<file path="src/rtl/mpm_pkg.sv">
package mpm_pkg;

   typedef enum logic [1:0] {
      BUS_MUX8    = 2'd0,
      BUS_NONMUX8 = 2'd1,
      BUS_PAGE    = 2'd2,
      BUS_EXT8    = 2'd3
   } bus_e;

   typedef struct packed {
      logic       valid;
      logic [3:0] idx;
   } amap_t;

   // Which address bit (if any) a pin carries for a given port and bus type
   function automatic amap_t addr_map(input int port_id, input bus_e bt, input int b);
      amap_t m;
      m.valid = 1'b0;
      m.idx   = 4'(b);
      case (bt)
         BUS_MUX8:    m.valid = 1'b1;
         BUS_NONMUX8: m.valid = (port_id == 1);
         BUS_PAGE: begin
            if (port_id == 0) begin
               m.valid = (b >= 4);
               m.idx   = 4'(b + 4);
            end else begin
               m.valid = (b < 4);
               m.idx   = 4'(b + 12);
            end
         end
         BUS_EXT8: begin
            if (port_id == 0) begin
               m.valid = (b >= 4);
            end else begin
               m.valid = (b < 4);
               m.idx   = 4'(b + 8);
            end
         end
         default: m.valid = 1'b0;
      endcase
      return m;
   endfunction

endpackage

</file>
<file path="src/rtl/mpm_strobe_latch.sv">
module mpm_strobe_latch #(
   parameter int ADDR_W = 16,
   parameter int PORT_W = 8
) (
   input  logic              clk,
   input  logic              rst_n,
   input  logic              ale,
   input  logic [ADDR_W-1:0] addr_in,
   input  logic [PORT_W-1:0] pin_in,
   output logic [ADDR_W-1:0] addr_lat,
   output logic [PORT_W-1:0] pin_lat
);
   logic ale_q;
   logic ale_fall;

   assign ale_fall = ale_q & ~ale;

   always_ff @(posedge clk or negedge rst_n) begin
      if (!rst_n) begin
         ale_q    <= 1'b0;
         addr_lat <= '0;
         pin_lat  <= '0;
      end else begin
         ale_q <= ale;
         if (ale_fall) begin
            addr_lat <= addr_in;
            pin_lat  <= pin_in;
         end
      end
   end
endmodule

</file>
<file path="src/rtl/mpm_bus_buffer.sv">
module mpm_bus_buffer #(
   parameter int PORT_W = 8
) (
   input  logic              periph_mode,
   input  logic              cfg_dport,
   input  logic [1:0]        psel,
   input  logic              rd_stb,
   input  logic              wr_stb,
   input  logic [PORT_W-1:0] pin_in,
   output logic              bus_mode,
   output logic              bus_drive,
   output logic [PORT_W-1:0] data_out,
   output logic              data_oe
);
   logic gate;

   // peripheral buffer needs a select; bus port needs none
   assign gate      = periph_mode ? (|psel) : cfg_dport;
   assign bus_mode  = periph_mode | cfg_dport;
   assign bus_drive = gate & wr_stb & ~rd_stb;
   assign data_oe   = gate & rd_stb & ~wr_stb;
   assign data_out  = data_oe ? pin_in : '0;
endmodule

</file>
<file path="src/rtl/mpm_pin_cell.sv">
module mpm_pin_cell
   import mpm_pkg::*;
#(
   parameter int PORT_ID = 0,
   parameter int BIT     = 0,
   parameter int ADDR_W  = 16
) (
   input  bus_e              bus_type,
   input  logic              bus_mode,
   input  logic              bus_drive,
   input  logic              bus_bit,
   input  logic              ain,
   input  logic              dir,
   input  logic              ctl,
   input  logic              gpio,
   input  logic              aoe,
   input  logic [ADDR_W-1:0] addr_lat,
   output logic              oe,
   output logic              out
);
   amap_t m;

   always_comb begin
      m   = addr_map(PORT_ID, bus_type, BIT);
      oe  = 1'b0;
      out = 1'b0;
      if (bus_mode) begin
         oe  = bus_drive;
         out = bus_drive & bus_bit;
      end else if (ain) begin
         oe  = 1'b0;
      end else if (ctl) begin
         if (m.valid && (aoe || dir)) begin
            oe  = 1'b1;
            out = addr_lat[m.idx];
         end
      end else if (dir) begin
         oe  = 1'b1;
         out = gpio;
      end
   end
endmodule

</file>
<file path="src/rtl/mpm_port_mode.sv">
module mpm_port_mode
   import mpm_pkg::*;
#(
   parameter int PORT_ID = 0,
   parameter int ADDR_W  = 16,
   parameter int PORT_W  = 8
) (
   input  logic              clk,
   input  logic              rst_n,
   input  logic [1:0]        bus_type,
   input  logic [ADDR_W-1:0] addr_in,
   input  logic              ale,
   input  logic              rd_stb,
   input  logic              wr_stb,
   input  logic [1:0]        psel,
   input  logic [PORT_W-1:0] data_in,
   output logic [PORT_W-1:0] data_out,
   output logic              data_oe,
   input  logic              periph_mode,
   input  logic              cfg_dport,
   input  logic              cfg_aoe,
   input  logic [PORT_W-1:0] cfg_dir,
   input  logic [PORT_W-1:0] cfg_ctl,
   input  logic [PORT_W-1:0] cfg_ain,
   input  logic [PORT_W-1:0] gpio_out,
   input  logic [PORT_W-1:0] pin_in,
   output logic [PORT_W-1:0] pin_out,
   output logic [PORT_W-1:0] pin_oe,
   output logic [PORT_W-1:0] ain_latched
);
   localparam int MAP_ADDR_W = 16;

   if (PORT_W != 8) begin : g_bad_width
      $error("mpm_port_mode: address maps are defined for 8-bit ports only");
   end
   if (ADDR_W < MAP_ADDR_W) begin : g_bad_addr
      $error("mpm_port_mode: ADDR_W must cover 16 address bits");
   end
   if (PORT_ID < 0 || PORT_ID > 1) begin : g_bad_port
      $error("mpm_port_mode: PORT_ID must be 0 or 1");
   end

   logic [ADDR_W-1:0] addr_lat;
   logic [PORT_W-1:0] pin_lat;
   logic              bus_mode;
   logic              bus_drive;
   bus_e              bt;

   assign bt          = bus_e'(bus_type);
   assign ain_latched = pin_lat & cfg_ain;

   mpm_strobe_latch #(.ADDR_W(ADDR_W), .PORT_W(PORT_W)) u_latch (
      .clk      (clk),
      .rst_n    (rst_n),
      .ale      (ale),
      .addr_in  (addr_in),
      .pin_in   (pin_in),
      .addr_lat (addr_lat),
      .pin_lat  (pin_lat)
   );

   mpm_bus_buffer #(.PORT_W(PORT_W)) u_buf (
      .periph_mode (periph_mode),
      .cfg_dport   (cfg_dport),
      .psel        (psel),
      .rd_stb      (rd_stb),
      .wr_stb      (wr_stb),
      .pin_in      (pin_in),
      .bus_mode    (bus_mode),
      .bus_drive   (bus_drive),
      .data_out    (data_out),
      .data_oe     (data_oe)
   );

   for (genvar i = 0; i < PORT_W; i++) begin : g_pin
      mpm_pin_cell #(.PORT_ID(PORT_ID), .BIT(i), .ADDR_W(ADDR_W)) u_cell (
         .bus_type  (bt),
         .bus_mode  (bus_mode),
         .bus_drive (bus_drive),
         .bus_bit   (data_in[i]),
         .ain       (cfg_ain[i]),
         .dir       (cfg_dir[i]),
         .ctl       (cfg_ctl[i]),
         .gpio      (gpio_out[i]),
         .aoe       (cfg_aoe),
         .addr_lat  (addr_lat),
         .oe        (pin_oe[i]),
         .out       (pin_out[i])
      );
   end
endmodule

</file>
<file path="config.mk">
export PLATFORM = sky130hd
export DESIGN_NAME = mpm_port_mode
export DESIGN_NICKNAME = d
export VERILOG_FILES = /design/src/rtl/mpm_pkg.sv /design/src/rtl/mpm_strobe_latch.sv /design/src/rtl/mpm_bus_buffer.sv /design/src/rtl/mpm_pin_cell.sv /design/src/rtl/mpm_port_mode.sv
export SDC_FILE = /design/constraint.sdc
export NUM_CORES = 1
export LEC_CHECK = 0
export BUFFER_PORTS_ARGS = -buffer_cell sky130_fd_sc_hd__buf_2
export CORE_ASPECT_RATIO = 0.9
export CORE_MARGIN = 8
export CORE_UTILIZATION = 42
export CTS_CLUSTER_DIAMETER = 40
export DETAILED_ROUTE_END_ITERATION = 6
export PLACE_DENSITY_LB_ADDON = 0.15
export SYNTH_ARGS = -nofsm -noshare
export SYNTH_HDL_FRONTEND = slang
export SYNTH_SLANG_ARGS = --single-unit
</file>
<file path="constraint.sdc">
create_clock -name clk -period 2.1 [get_ports clk]
set_input_delay 0.42 -clock clk [delete_from_list [all_inputs] [get_ports clk]]
set_output_delay 0.42 -clock clk [all_outputs]
set_load 0.01 [all_outputs]
</file>
==> results of run 1 <==
registers in the layout, indices dropped and copies added, names as in the netlist:
signal	count
u_latch.addr_lat	12
u_latch.ale_q	1
u_latch.pin_lat	8
metal layers:
layer | share of wire [%] | vias up
li1 | - | 779
met1 | 46 | 685
met2 | 46 | 46
met3 | 7.2 | 2
met4 | 0.29 | 0
met5 | 0 | -
worst paths after layout:
kind,cells after the start,end,slack (ns)
worst max register to register,3,u_latch.pin_lat[5]$_DFFE_PN0P_,0.90
max in group asynchronous,1,u_latch.addr_lat[2]$_DFFE_PN0P_,1.68
worst min-delay path,1,u_latch.pin_lat[7]$_DFFE_PN0P_,0.11
min in group clk,1,u_latch.ale_q$_DFF_PN0_,0.30
worst max-delay path,7,pin_out[5],0.06
worst min register to register,1,u_latch.pin_lat[6]$_DFFE_PN0P_,0.50
worst max-delay path, cell delays in order:
cell and delay [ns]:
sky130_fd_sc_hd__buf_2 0.10, sky130_fd_sc_hd__or2_4 0.29, sky130_fd_sc_hd__o21ai_4 0.10, sky130_fd_sc_hd__nor3b_4 0.07, sky130_fd_sc_hd__buf_12 0.14, sky130_fd_sc_hd__a221o_1 0.35
sky130_fd_sc_hd__buf_2 0.15
per-stage QoR:
stage	cells	utilization (%)	hold WS, ns	setup TNS, ns	power [W]
global placement	301	55.5	0.395	-0.232	0.000852
detailed placement	301	55.5	0.395	-0.293	0.000859
floorplan	171	-	0.124	0	0.000712
finish	306	57.4	0.108	0	0.00110
global route	306	57.4	0.135	0	0.00118
CTS	305	56.9	0.122	0	0.00111
layout by cell type, fill, tap and decap left out, drive strengths merged:
master,count
nor2b,10
or2,5
buf,109
nor2,5
or3b,1
o211ai,4
inv,4
o21ai,8
a21oi,13
dfrtp,21
mux2i,4
o221ai,4
nand2,12
nand2b,2
mux2,20
clkbuf,4
nor3b,2
and2,16
nor4,8
a221o,4
a22o,4
report_power, final:
part | internal, W | switching, W | leakage (nW)
clock network | 0.000135 | 0.000116 | 0.0228
registers | 0.000463 | 0.0000422 | 0.246
logic | 0.000189 | 0.000160 | 0.811
what timing repair did:
action / 4_1_cts / 5_1_grt
endpoints found under the setup margin: 9 / 1
buffers inserted: 0 / 1
gates resized for setup: 1 / 0
pin swaps: 0 / 1
hold buffers: 0 / 0
kinds of logic after synthesis:
kind of cell,synth area share [%]
AND/OR/NAND/NOR,23.1
flip-flops,32.9
buffers and inverters,11.4
AO/OA/AOI/OAI,16.1
multiplexers,16.6
final cells by class:
type	instances	area, um2
flip-flops and latches	21	526
inverters	4	15.0
well taps	46	57.6
repair buffers	109	571
clock buffers	4	45.0
fillers	367	1570
multi-input cells	122	900
==> run summary, run 1 <==
STA
--------------------------------------------------------------------------------------------------------
Number of hold-slack violations in the final timing report ................................            0
Final max-slew violation count ............................................................            0
Endpoints failing setup ...................................................................            0
Slew at the pin with the worst max-slew slack .............................................     0.454 ns
Final worst slack .........................................................................    0.0619 ns
Worst slew margin relative to its limit ...................................................        69.7%
Timing-limited maximum frequency ..........................................................      491 MHz
Min cycle time layout .....................................................................      2.04 ns
Skew final ................................................................................   0.00110 ns
Final Cycle Share .........................................................................        97.1%
RSZ-0062 raised after global routing ......................................................        false

CLOCK TREE
--------------------------------------------------------------------------------------------------------
Clock root buffer ......................................................................... sky130_fd_sc_hd__clkbuf_8
Clock sink total ..........................................................................           21
Post-CTS clock slew at the launch and capture registers of the worst setup and hold paths .      0.07 ns
Clock tree from TritonCTS .................................................................          yes
Largest buffer count on any clock path ....................................................            2
Clock H-tree levels .......................................................................            1
Worst-Skew Late Latency ...................................................................      0.25 ns
Total clock buffers created by CTS ........................................................            3

SETUP PATH
--------------------------------------------------------------------------------------------------------
Crit start category .......................................................................    input pin
Setup crit start ..........................................................................  periph_mode
Kind of end point of the critical path .................................................... primary output
Worst flop-to-flop path startpoint ........................................................ u_latch.ale_q$_DFF_PN0_
Peak fanout along the critical path .......................................................           12
Data required time at the worst endpoint ..................................................      1.68 ns
Type of the worst setup path ..............................................................    in -> out
Arrival time of data at the critical path endpoint ........................................      1.62 ns

GLOBAL ROUTE
--------------------------------------------------------------------------------------------------------
Maximum number of pins on one net before global-route repair ..............................           22
Initial antenna violation count ...........................................................            0
Highest-utilization routing layer at the global route stage ...............................         met2
Global routing usage on met1 ..............................................................        22.1%
Global-route wire length before repair ....................................................      7.49 mm
Fraction of met3 tracks used by global routing ............................................        2.90%
Met2 track demand over resource in global routing .........................................        23.9%
Global route total overflow ...............................................................            0
Total global-route track usage ............................................................        15.6%
Number of global-route vias before repair .................................................        1,488

DETAILED ROUTING
--------------------------------------------------------------------------------------------------------
Count of unresolved DRC violations after routing ..........................................            0
Drt initial violations ....................................................................           63
Pre-Repair DR Iteration Count .............................................................            6
Overall routed net length .................................................................      4.78 mm
Routed len/inst ...........................................................................      15.6 um
Number of vias in the routed layout .......................................................        1,512
Vias/cell .................................................................................         4.94
Remaining antenna violation count after routing ...........................................            0

YOSYS
--------------------------------------------------------------------------------------------------------
Synth Net Count ...........................................................................          247
Post-synth top flop ....................................................................... sky130_fd_sc_hd__dfrtp_1
Register bit count reported by yosys ......................................................           21
Most common library cells after synthesis ................................................. sky130_fd_sc_hd__dfrtp_1 (21), sky130_fd_sc_hd__mux2_2 (20), sky130_fd_sc_hd__and2_1 (16), sky130_fd_sc_hd__buf_4 (16), sky130_fd_sc_hd__a21oi_1 (13)
Post-synthesis instance area ..............................................................     1600 um2
Leading area contributor after synthesis .................................................. sky130_fd_sc_hd__dfrtp_1
Post-synthesis average cell area ..........................................................     9.34 um2
Number of flops mapped to enable cells by yosys ...........................................            0
Most frequently used cell type in the post-synthesis netlist .............................. sky130_fd_sc_hd__dfrtp_1
Portion of synthesized cell area occupied by the leading cell type ........................        32.9%
Number of distinct standard cells referenced by the synthesized netlist ...................           27
Cell types occupying the most area after synthesis ........................................ sky130_fd_sc_hd__dfrtp_1 (33%), sky130_fd_sc_hd__mux2_2 (14%), sky130_fd_sc_hd__buf_4 (7.5%), sky130_fd_sc_hd__and2_1 (6.3%), sky130_fd_sc_hd__a21oi_1 (4.1%)
Share of flip-flops with an asynchronous set or reset .....................................         100%
Cell count after synthesis ................................................................          171
Number of warnings issued by yosys ........................................................            0
Share of the yosys chip area belonging to registers .......................................        32.9%

POWER
--------------------------------------------------------------------------------------------------------
Total leakage power .......................................................................      1.08 nW
Cell area power density ...................................................................   522 nW/um2
Largest voltage drop on the vdd net .......................................................   0.000427 V

DIE
--------------------------------------------------------------------------------------------------------
Initial standard-cell utilization of the core .............................................        43.4%
Die outline area ..........................................................................     6040 um2
Die Height ................................................................................      74.5 um
IO Pins ...................................................................................          109
Standard-cell row count ...................................................................           21
Die boundary width ........................................................................      81.0 um
Core outline area .........................................................................     3680 um2

PLACE
--------------------------------------------------------------------------------------------------------
Number of buffer cells added on primary ports .............................................          104
Post-placement worst setup slack ..........................................................   -0.0518 ns
Weighted congestion at the end of routability-driven global placement .....................        0.878
Half-perimeter wire length after placement ................................................      4.15 mm
Instance area after placement .............................................................     2040 um2

LAYOUT
--------------------------------------------------------------------------------------------------------
Total inserted antenna cells ..............................................................            0
Total non-filler cell area in the finished layout .........................................     2110 um2
Share of final-layout standard cells stronger than drive strength 1 .......................        54.6%
Total number of nets in the final design ..................................................          337
Area growth from synthesis to final layout ................................................        32.3%

STATUS
--------------------------------------------------------------------------------------------------------
Outcome ................................................................................... finished clean

FLOW RUN
--------------------------------------------------------------------------------------------------------
Reported max-cap violation count ..........................................................            0

WORST HOLD PATH
--------------------------------------------------------------------------------------------------------
Class of the most critical hold timing path ...............................................  in -> async

Power figures use the tool's default switching activity.
==> run 2: changes to the inputs <==
--- a/config.mk
+++ b/config.mk
@@ -5,12 +5,12 @@
 export SDC_FILE = /design/constraint.sdc
 export NUM_CORES = 1
 export LEC_CHECK = 0
-export BUFFER_PORTS_ARGS = -buffer_cell sky130_fd_sc_hd__buf_2
 export CORE_ASPECT_RATIO = 0.9
 export CORE_MARGIN = 8
-export CORE_UTILIZATION = 42
+export CORE_UTILIZATION = 50
 export CTS_CLUSTER_DIAMETER = 40
 export DETAILED_ROUTE_END_ITERATION = 6
+export DONT_BUFFER_PORTS = 1
 export PLACE_DENSITY_LB_ADDON = 0.15
 export SYNTH_ARGS = -nofsm -noshare
 export SYNTH_HDL_FRONTEND = slang
==> run 2 against run 1 <==
Critical path depth down 3. Count of clock-buffer cells in the layout unchanged. Maximum frequency grew 7.7%. Register-to-register slack is essentially flat. Worst setup slack improved by 0.15 ns. Clock power down 28%. Utilization decreased by 6.7 points. Global-route usage up 0.36 points. Worst hold slack gained 0.041 ns. Non-clock buffer count fell by 106. Sequential share of layout area rose by 9.2 points. Sequential cell count stayed put.
==> run summary, run 2 (synthesized netlist as in run 1, its figures left out) <==
SETUP PATH
--------------------------------------------------------------------------------------------------------
Data required time at the worst endpoint ..................................................      1.68 ns
Max incr delay on CP ......................................................................      0.43 ns
Worst path top cell family by delay ....................................................... simple AND/OR/NAND/NOR gates
Arrival time of data at the critical path endpoint ........................................      1.47 ns
Critical-path cell list ................................................................... or2_4 > o21ai_4 > nor3b_4 > a221o_1
Worst path bufs/invs ......................................................................            0
Kind of end point of the critical path .................................................... primary output
Worst flop-to-flop path startpoint ........................................................ u_latch.ale_q$_DFF_PN0_
Capturing point of the worst reg2reg path ................................................. u_latch.addr_lat[10]$_DFFE_PN0P_
Type of the worst setup path ..............................................................    in -> out
Peak fanout along the critical path .......................................................           13
Cells on worst reg2reg path ...............................................................            3
Register-to-Register Setup Slack ..........................................................      0.91 ns
Crit start category .......................................................................    input pin
Cell with the largest stage delay on the worst path ....................................... sky130_fd_sc_hd__nor3b_4

CLOCK TREE
--------------------------------------------------------------------------------------------------------
Clock tree from TritonCTS .................................................................          yes
Total clock buffers created by CTS ........................................................            3
Largest buffer count on any clock path ....................................................            2
Clock sink total ..........................................................................           21
Clock root buffer ......................................................................... sky130_fd_sc_hd__clkbuf_4
Worst-Skew Late Latency ...................................................................      0.29 ns
Post-CTS setup buffers ....................................................................            0
Clock H-tree levels .......................................................................            1
Post-CTS clock slew at the launch and capture registers of the worst setup and hold paths .      0.10 ns

DETAILED ROUTING
--------------------------------------------------------------------------------------------------------
Count of unresolved DRC violations after routing ..........................................            0
Vias/cell .................................................................................         6.04
Drt initial violations ....................................................................           55
Metal2 WL .................................................................................      2.10 mm
Max Used Layer ............................................................................         met4
Detailed-routed wire length on met3 .......................................................       565 um
Overall routed net length .................................................................      4.33 mm
Length of routed wiring on met1 ...........................................................      1.63 mm
Pre-Repair DR Iteration Count .............................................................            4
Remaining antenna violation count after routing ...........................................            0
Routed len/inst ...........................................................................      22.1 um
Number of vias in the routed layout .......................................................        1,184

STA
--------------------------------------------------------------------------------------------------------
Worst slew margin relative to its limit ...................................................        41.9%
Timing-limited maximum frequency ..........................................................      529 MHz
Min cycle time layout .....................................................................      1.89 ns
Skew final ................................................................................  0.000843 ns
Endpoints failing setup ...................................................................            0
Final Cycle Share .........................................................................        90.1%
Number of hold-slack violations in the final timing report ................................            0
Final worst slack .........................................................................     0.208 ns
Slew at the pin with the worst max-slew slack .............................................     0.868 ns
Total Neg Setup Slack .....................................................................         0 ns
RSZ-0062 raised after global routing ......................................................        false
Final max-slew violation count ............................................................            0

LAYOUT
--------------------------------------------------------------------------------------------------------
Commonest cells after routing, fill and taps aside ........................................ sky130_fd_sc_hd__dfrtp_1 (21), sky130_fd_sc_hd__mux2_2 (20), sky130_fd_sc_hd__and2_1 (16), sky130_fd_sc_hd__a21oi_1 (13), sky130_fd_sc_hd__nand2_1 (12)
Share of final-layout standard cells stronger than drive strength 1 .......................        22.7%
Final core utilization ....................................................................        50.7%
Total number of nets in the final design ..................................................          231
Flip-flop count of the largest register after layout ......................................           12
Area growth from synthesis to final layout ................................................       -3.37%
Largest reg by FF count ................................................................... u_latch.addr_lat
Number of fill cells ......................................................................          315
Leading cell type in the layout, fill and taps excluded ................................... sky130_fd_sc_hd__dfrtp_1
Largest registers in the final layout ..................................................... u_latch.addr_lat: 12 flops, u_latch.pin_lat: 8 flops, u_latch.ale_q: 1 flops
Total inserted antenna cells ..............................................................            0

DIE
--------------------------------------------------------------------------------------------------------
Die outline area ..........................................................................     5260 um2
Die Height ................................................................................      69.6 um
Standard-cell row count ...................................................................           19
Core outline area .........................................................................     3040 um2
Die boundary width ........................................................................      75.6 um
Initial standard-cell utilization of the core .............................................        52.5%
IO Pins ...................................................................................          109

WORST HOLD PATH
--------------------------------------------------------------------------------------------------------
Class of the most critical hold timing path ...............................................    in -> reg
Start point of the worst hold path ........................................................          ale
Capture endpoint of the worst hold path ................................................... u_latch.ale_q$_DFF_PN0_
Worst Hold Depth ..........................................................................            0

POWER
--------------------------------------------------------------------------------------------------------
Largest voltage drop on the vdd net .......................................................   0.000480 V
Cell area power density ...................................................................   584 nW/um2
Total leakage power .......................................................................     0.612 nW

PLACE
--------------------------------------------------------------------------------------------------------
Post-placement worst setup slack ..........................................................    0.0363 ns
Half-perimeter wire length after placement ................................................      3.66 mm
Number of buffer cells added on primary ports .............................................            0
Weighted congestion at the end of routability-driven global placement .....................        0.800

GLOBAL ROUTE
--------------------------------------------------------------------------------------------------------
Total global-route track usage ............................................................        15.9%
Initial antenna violation count ...........................................................            0
Number of global-route vias before repair .................................................        1,253
Global-route wire length before repair ....................................................      6.65 mm
Global route total overflow ...............................................................            0
Maximum number of pins on one net before global-route repair ..............................           22

STATUS
--------------------------------------------------------------------------------------------------------
Outcome ................................................................................... finished clean

FLOW RUN
--------------------------------------------------------------------------------------------------------
Reported max-cap violation count ..........................................................            0

[run 2: worst max path at each step]
stage,from,to,slack [ns],depth (start not counted)
floorplan,periph_mode,pin_out[4],0.27,6
CTS,periph_mode,pin_out[6],0.04,4
global placement,periph_mode,pin_out[7],0.08,4
global route,u_latch.addr_lat[4]$_DFFE_PN0P_,pin_out[4],0.10,4
detailed placement,periph_mode,pin_out[6],0.04,4
finish,periph_mode,pin_out[5],0.21,4
[run 2: cell type report]
class | count | area (um2) | share of cell area (%)
clock buffers | 4 | 26.3 | 1.70
inverters | 4 | 15.0 | 0.972
multi-input cells | 122 | 900 | 58.3
flip-flops and latches | 21 | 526 | 34.0
well taps | 42 | 52.6 | 3.40
repair buffers | 3 | 25.0 | 1.62
[run 2: stage by stage]
stage	instances	hold WS, ns	instance area [um2]	total power, W
after floorplan	171	0.124	1600	0.000712
after global placement	191	0.125	1500	0.000718
after detailed placement	191	0.125	1500	0.000726
after CTS	196	0.137	1540	0.000914
after global routing	196	0.117	1540	0.000962
final	196	0.149	1540	0.000902
[run 2: metal layers]
metal,GRT usage [%],vias up
li1,-,566
met1,18.2,553
met2,26.7,61
met3,6.07,4
met4,3.84,0
met5,0,-
[run 2: power breakdown]
group / switching, W / internal, W / leakage (nW)
logic: 0.000108 / 0.000113 / 0.351
registers: 0.0000410 / 0.000462 / 0.246
clock network: 0.000105 / 0.0000738 / 0.0150
[run 2: what timing repair did]
item / CTS / global route
gates resized for setup: 0 / 1
endpoints found under the setup margin: 0 / 11
hold buffers: 1 / 0
endpoints found under the hold margin: 21 / 0
==> run 3: changes to the inputs <==
--- a/config.mk
+++ b/config.mk
@@ -5,6 +5,7 @@
 export SDC_FILE = /design/constraint.sdc
 export NUM_CORES = 1
 export LEC_CHECK = 0
+export ABC_AREA = 1
 export CORE_ASPECT_RATIO = 0.9
 export CORE_MARGIN = 8
 export CORE_UTILIZATION = 50
@@ -12,6 +13,7 @@
 export DETAILED_ROUTE_END_ITERATION = 6
 export DONT_BUFFER_PORTS = 1
 export PLACE_DENSITY_LB_ADDON = 0.15
+export SLEW_MARGIN = 20
 export SYNTH_ARGS = -nofsm -noshare
 export SYNTH_HDL_FRONTEND = slang
 export SYNTH_SLANG_ARGS = --single-unit
==> run 3 against run 2 <==
Synthesized cell count rose by 45%. Register-to-register slack worse by 0.19 ns. Sequential share of layout area shrank 2.0 points. Sequential cell count stayed put. Area after synthesis increased by 3.4%. Via count up 20%. Critical path type unchanged. Critical endpoint is now pin_oe[1]. Largest power group unchanged.
==> run summary, run 3 <==
STATUS
--------------------------------------------------------------------------------------------------------
Outcome ................................................................................... finished clean

YOSYS
--------------------------------------------------------------------------------------------------------
Share of flip-flops with an asynchronous set or reset .....................................         100%
Cell count after synthesis ................................................................          248
Post-synthesis instance area ..............................................................     1650 um2
Xor and xnor area share after synthesis ...................................................           0%
Most common library cells after synthesis ................................................. sky130_fd_sc_hd__nand2_1 (62), sky130_fd_sc_hd__inv_1 (40), sky130_fd_sc_hd__nor2_1 (40)
Synth Net Count ...........................................................................          324
Post-synthesis average cell area ..........................................................     6.66 um2
Register bit count reported by yosys ......................................................           21
Number of distinct standard cells referenced by the synthesized netlist ...................           18
Most frequently used cell type in the post-synthesis netlist .............................. sky130_fd_sc_hd__nand2_1
Leading area contributor after synthesis .................................................. sky130_fd_sc_hd__dfrtp_1
Number of flops mapped to enable cells by yosys ...........................................            0
Post-synthesis compound-gate area fraction ................................................        7.35%
Share of the yosys chip area belonging to registers .......................................        31.8%
Portion of synthesized cell area occupied by the leading cell type ........................        31.8%
Number of warnings issued by yosys ........................................................            0
Post-synth top flop ....................................................................... sky130_fd_sc_hd__dfrtp_1
Post-synthesis simple-gate area fraction ..................................................        34.9%
Adder-cell share of the synthesized area ..................................................           0%
Main combinational cell family by area after synthesis .................................... simple AND/OR/NAND/NOR gates
Proportion of synthesized area in mux cells ...............................................        8.18%
Cell types occupying the most area after synthesis ........................................ sky130_fd_sc_hd__dfrtp_1 (32%), sky130_fd_sc_hd__nand2_1 (14%), sky130_fd_sc_hd__inv_1 (9.1%), sky130_fd_sc_hd__nor2_1 (9.1%), sky130_fd_sc_hd__mux2_2 (8.2%)

STA
--------------------------------------------------------------------------------------------------------
Slew at the pin with the worst max-slew slack .............................................     0.915 ns
RSZ-0062 raised after global routing ......................................................        false
Worst slew margin relative to its limit ...................................................        38.8%
Endpoints failing setup ...................................................................            0
Timing-limited maximum frequency ..........................................................      605 MHz
Min cycle time layout .....................................................................      1.65 ns
Final max-slew violation count ............................................................            0
Number of hold-slack violations in the final timing report ................................            0
Final Cycle Share .........................................................................        78.7%
Skew final ................................................................................  0.000542 ns
Total Neg Setup Slack .....................................................................         0 ns

CLOCK TREE
--------------------------------------------------------------------------------------------------------
Clock tree from TritonCTS .................................................................          yes
Clock root buffer ......................................................................... sky130_fd_sc_hd__clkbuf_8
Post-CTS clock slew at the launch and capture registers of the worst setup and hold paths .      0.07 ns
Post-CTS setup buffers ....................................................................            0
Clock sink total ..........................................................................           21
Worst-Skew Late Latency ...................................................................      0.25 ns
Largest buffer count on any clock path ....................................................            2
Total clock buffers created by CTS ........................................................            3
Clock H-tree levels .......................................................................            1

SETUP PATH
--------------------------------------------------------------------------------------------------------
Arrival time of data at the critical path endpoint ........................................      1.23 ns
Peak fanout along the critical path .......................................................            9
Capturing point of the worst reg2reg path ................................................. u_latch.addr_lat[2]$_DFFE_PN0P_
Crit start category .......................................................................    input pin
Cells on worst reg2reg path ...............................................................            2
Type of the worst setup path ..............................................................    in -> out
Data required time at the worst endpoint ..................................................      1.68 ns
Worst flop-to-flop path startpoint ........................................................ u_latch.ale_q$_DFF_PN0_
Register-to-Register Setup Slack ..........................................................      0.72 ns
Kind of end point of the critical path .................................................... primary output

LAYOUT
--------------------------------------------------------------------------------------------------------
Total number of nets in the final design ..................................................          313
Largest registers in the final layout ..................................................... u_latch.addr_lat: 12 flops, u_latch.pin_lat: 8 flops, u_latch.ale_q: 1 flops
Number of fill cells ......................................................................          344
Register area .............................................................................      526 um2
Commonest cells after routing, fill and taps aside ........................................ sky130_fd_sc_hd__nand2_1 (62), sky130_fd_sc_hd__inv_1 (40), sky130_fd_sc_hd__nor2_1 (40), sky130_fd_sc_hd__dfrtp_1 (21)
Largest reg by FF count ................................................................... u_latch.addr_lat
Total inserted antenna cells ..............................................................            0
Area of the multi-input gates .............................................................      833 um2
Final cell count without fillers ..........................................................          278
Leading cell type in the layout, fill and taps excluded ................................... sky130_fd_sc_hd__nand2_1
Flip-flop count of the largest register after layout ......................................           12
Area growth from synthesis to final layout ................................................      -0.530%
Share of final-layout standard cells stronger than drive strength 1 .......................        11.0%

WORST HOLD PATH
--------------------------------------------------------------------------------------------------------
Class of the most critical hold timing path ...............................................    in -> reg
Worst Hold Depth ..........................................................................            0
Start point of the worst hold path ........................................................          ale
Capture endpoint of the worst hold path ................................................... u_latch.ale_q$_DFF_PN0_

DETAILED ROUTING
--------------------------------------------------------------------------------------------------------
Vias/cell .................................................................................         5.11
Overall routed net length .................................................................      4.38 mm
Pre-Repair DR Iteration Count .............................................................            4
Remaining antenna violation count after routing ...........................................            0
Count of unresolved DRC violations after routing ..........................................            0
Routed len/inst ...........................................................................      15.8 um
Drt initial violations ....................................................................           50
Number of vias in the routed layout .......................................................        1,420

PLACE
--------------------------------------------------------------------------------------------------------
Half-perimeter wire length after placement ................................................      3.77 mm
Total instance count after detailed placement .............................................          273
Number of buffer cells added on primary ports .............................................            0
Weighted congestion at the end of routability-driven global placement .....................        0.806

GLOBAL ROUTE
--------------------------------------------------------------------------------------------------------
Global route total overflow ...............................................................            0
Maximum number of pins on one net before global-route repair ..............................           22
Total global-route track usage ............................................................        15.9%
Global-route wire length before repair ....................................................      7.13 mm
Number of global-route vias before repair .................................................        1,458
Initial antenna violation count ...........................................................            0

DIE
--------------------------------------------------------------------------------------------------------
Die Height ................................................................................      70.5 um
Standard-cell row count ...................................................................           19
Die boundary width ........................................................................      76.6 um
Die outline area ..........................................................................     5400 um2
Initial standard-cell utilization of the core .............................................        53.0%
IO Pins ...................................................................................          109
Core outline area .........................................................................     3110 um2

POWER
--------------------------------------------------------------------------------------------------------
Total leakage power .......................................................................     0.935 nW
Cell area power density ...................................................................   592 nW/um2
Largest voltage drop on the vdd net .......................................................   0.000428 V

FLOW RUN
--------------------------------------------------------------------------------------------------------
Reported max-cap violation count ..........................................................            0

-- run 3: repair_timing --
item,4_1_cts,5_1_grt
hold buffers,1,0
endpoints found under the hold margin,21,0
gates resized for setup,0,0
-- run 3: routing by layer --
| metal | vias to the layer above | wire length, um | global-route usage [%] |
|---|---|---|---|
| met5 | - | 0 | 0 |
| met4 | 0 | 47 | 4.69 |
| met3 | 6 | 539 | 8.31 |
| met2 | 73 | 1850 | 24.5 |
| met1 | 612 | 1940 | 18.8 |
| li1 | 729 | - | - |
-- run 3: where the power goes --
part,internal (W),switching [W]
Clock,0.000135,0.000121
Combinational,0.0000906,0.000138
Sequential,0.000459,0.0000301
Total,0.000684,0.000289
-- run 3: worst max-delay path by stage --
stage,startpoint,to,depth (start not counted)
global route,periph_mode,pin_oe[1],3
floorplan,bus_type[0],pin_out[4],8
CTS,periph_mode,pin_oe[1],3
detailed placement,periph_mode,pin_oe[1],3
finish,periph_mode,pin_oe[1],3
global placement,periph_mode,pin_oe[1],3
-- run 3: final cells by class --
type | count | area share [%]
sequential | 21 | 32.0
tap | 42 | 3.20
multi-input combinational | 166 | 50.7
inverter | 41 | 9.37
clock buffer | 4 | 2.74
timing repair buffer | 4 | 1.98
-- run 3: worst max-delay path: stages --
cell	delay (ns)
sky130_fd_sc_hd__nor2_4	0.25
sky130_fd_sc_hd__nand3b_1	0.15
sky130_fd_sc_hd__o21ai_0	0.41
-- run 3: metrics by stage --
stage / worst slack, ns / utilization, % / hold slack (ns) / power [W] / instance area, um2
after floorplan: 0.496 / - / 0.124 / 0.000701 / 1650
after global placement: 0.449 / 51.0 / 0.125 / 0.000714 / 1590
after detailed placement: 0.434 / 51.0 / 0.125 / 0.000720 / 1590
after CTS: 0.429 / 52.8 / 0.182 / 0.000986 / 1640
after global routing: 0.370 / 52.8 / 0.179 / 0.00104 / 1640
final: 0.446 / 52.8 / 0.189 / 0.000973 / 1640
-- run 3: cell families (layout without fill, tap and decap cells) --
logic type / after synthesis / after routing
simple gates: 133 / 133
buf+inv: 61 / 49
compound gates: 21 / 21
flops: 21 / 21
mux: 12 / 12
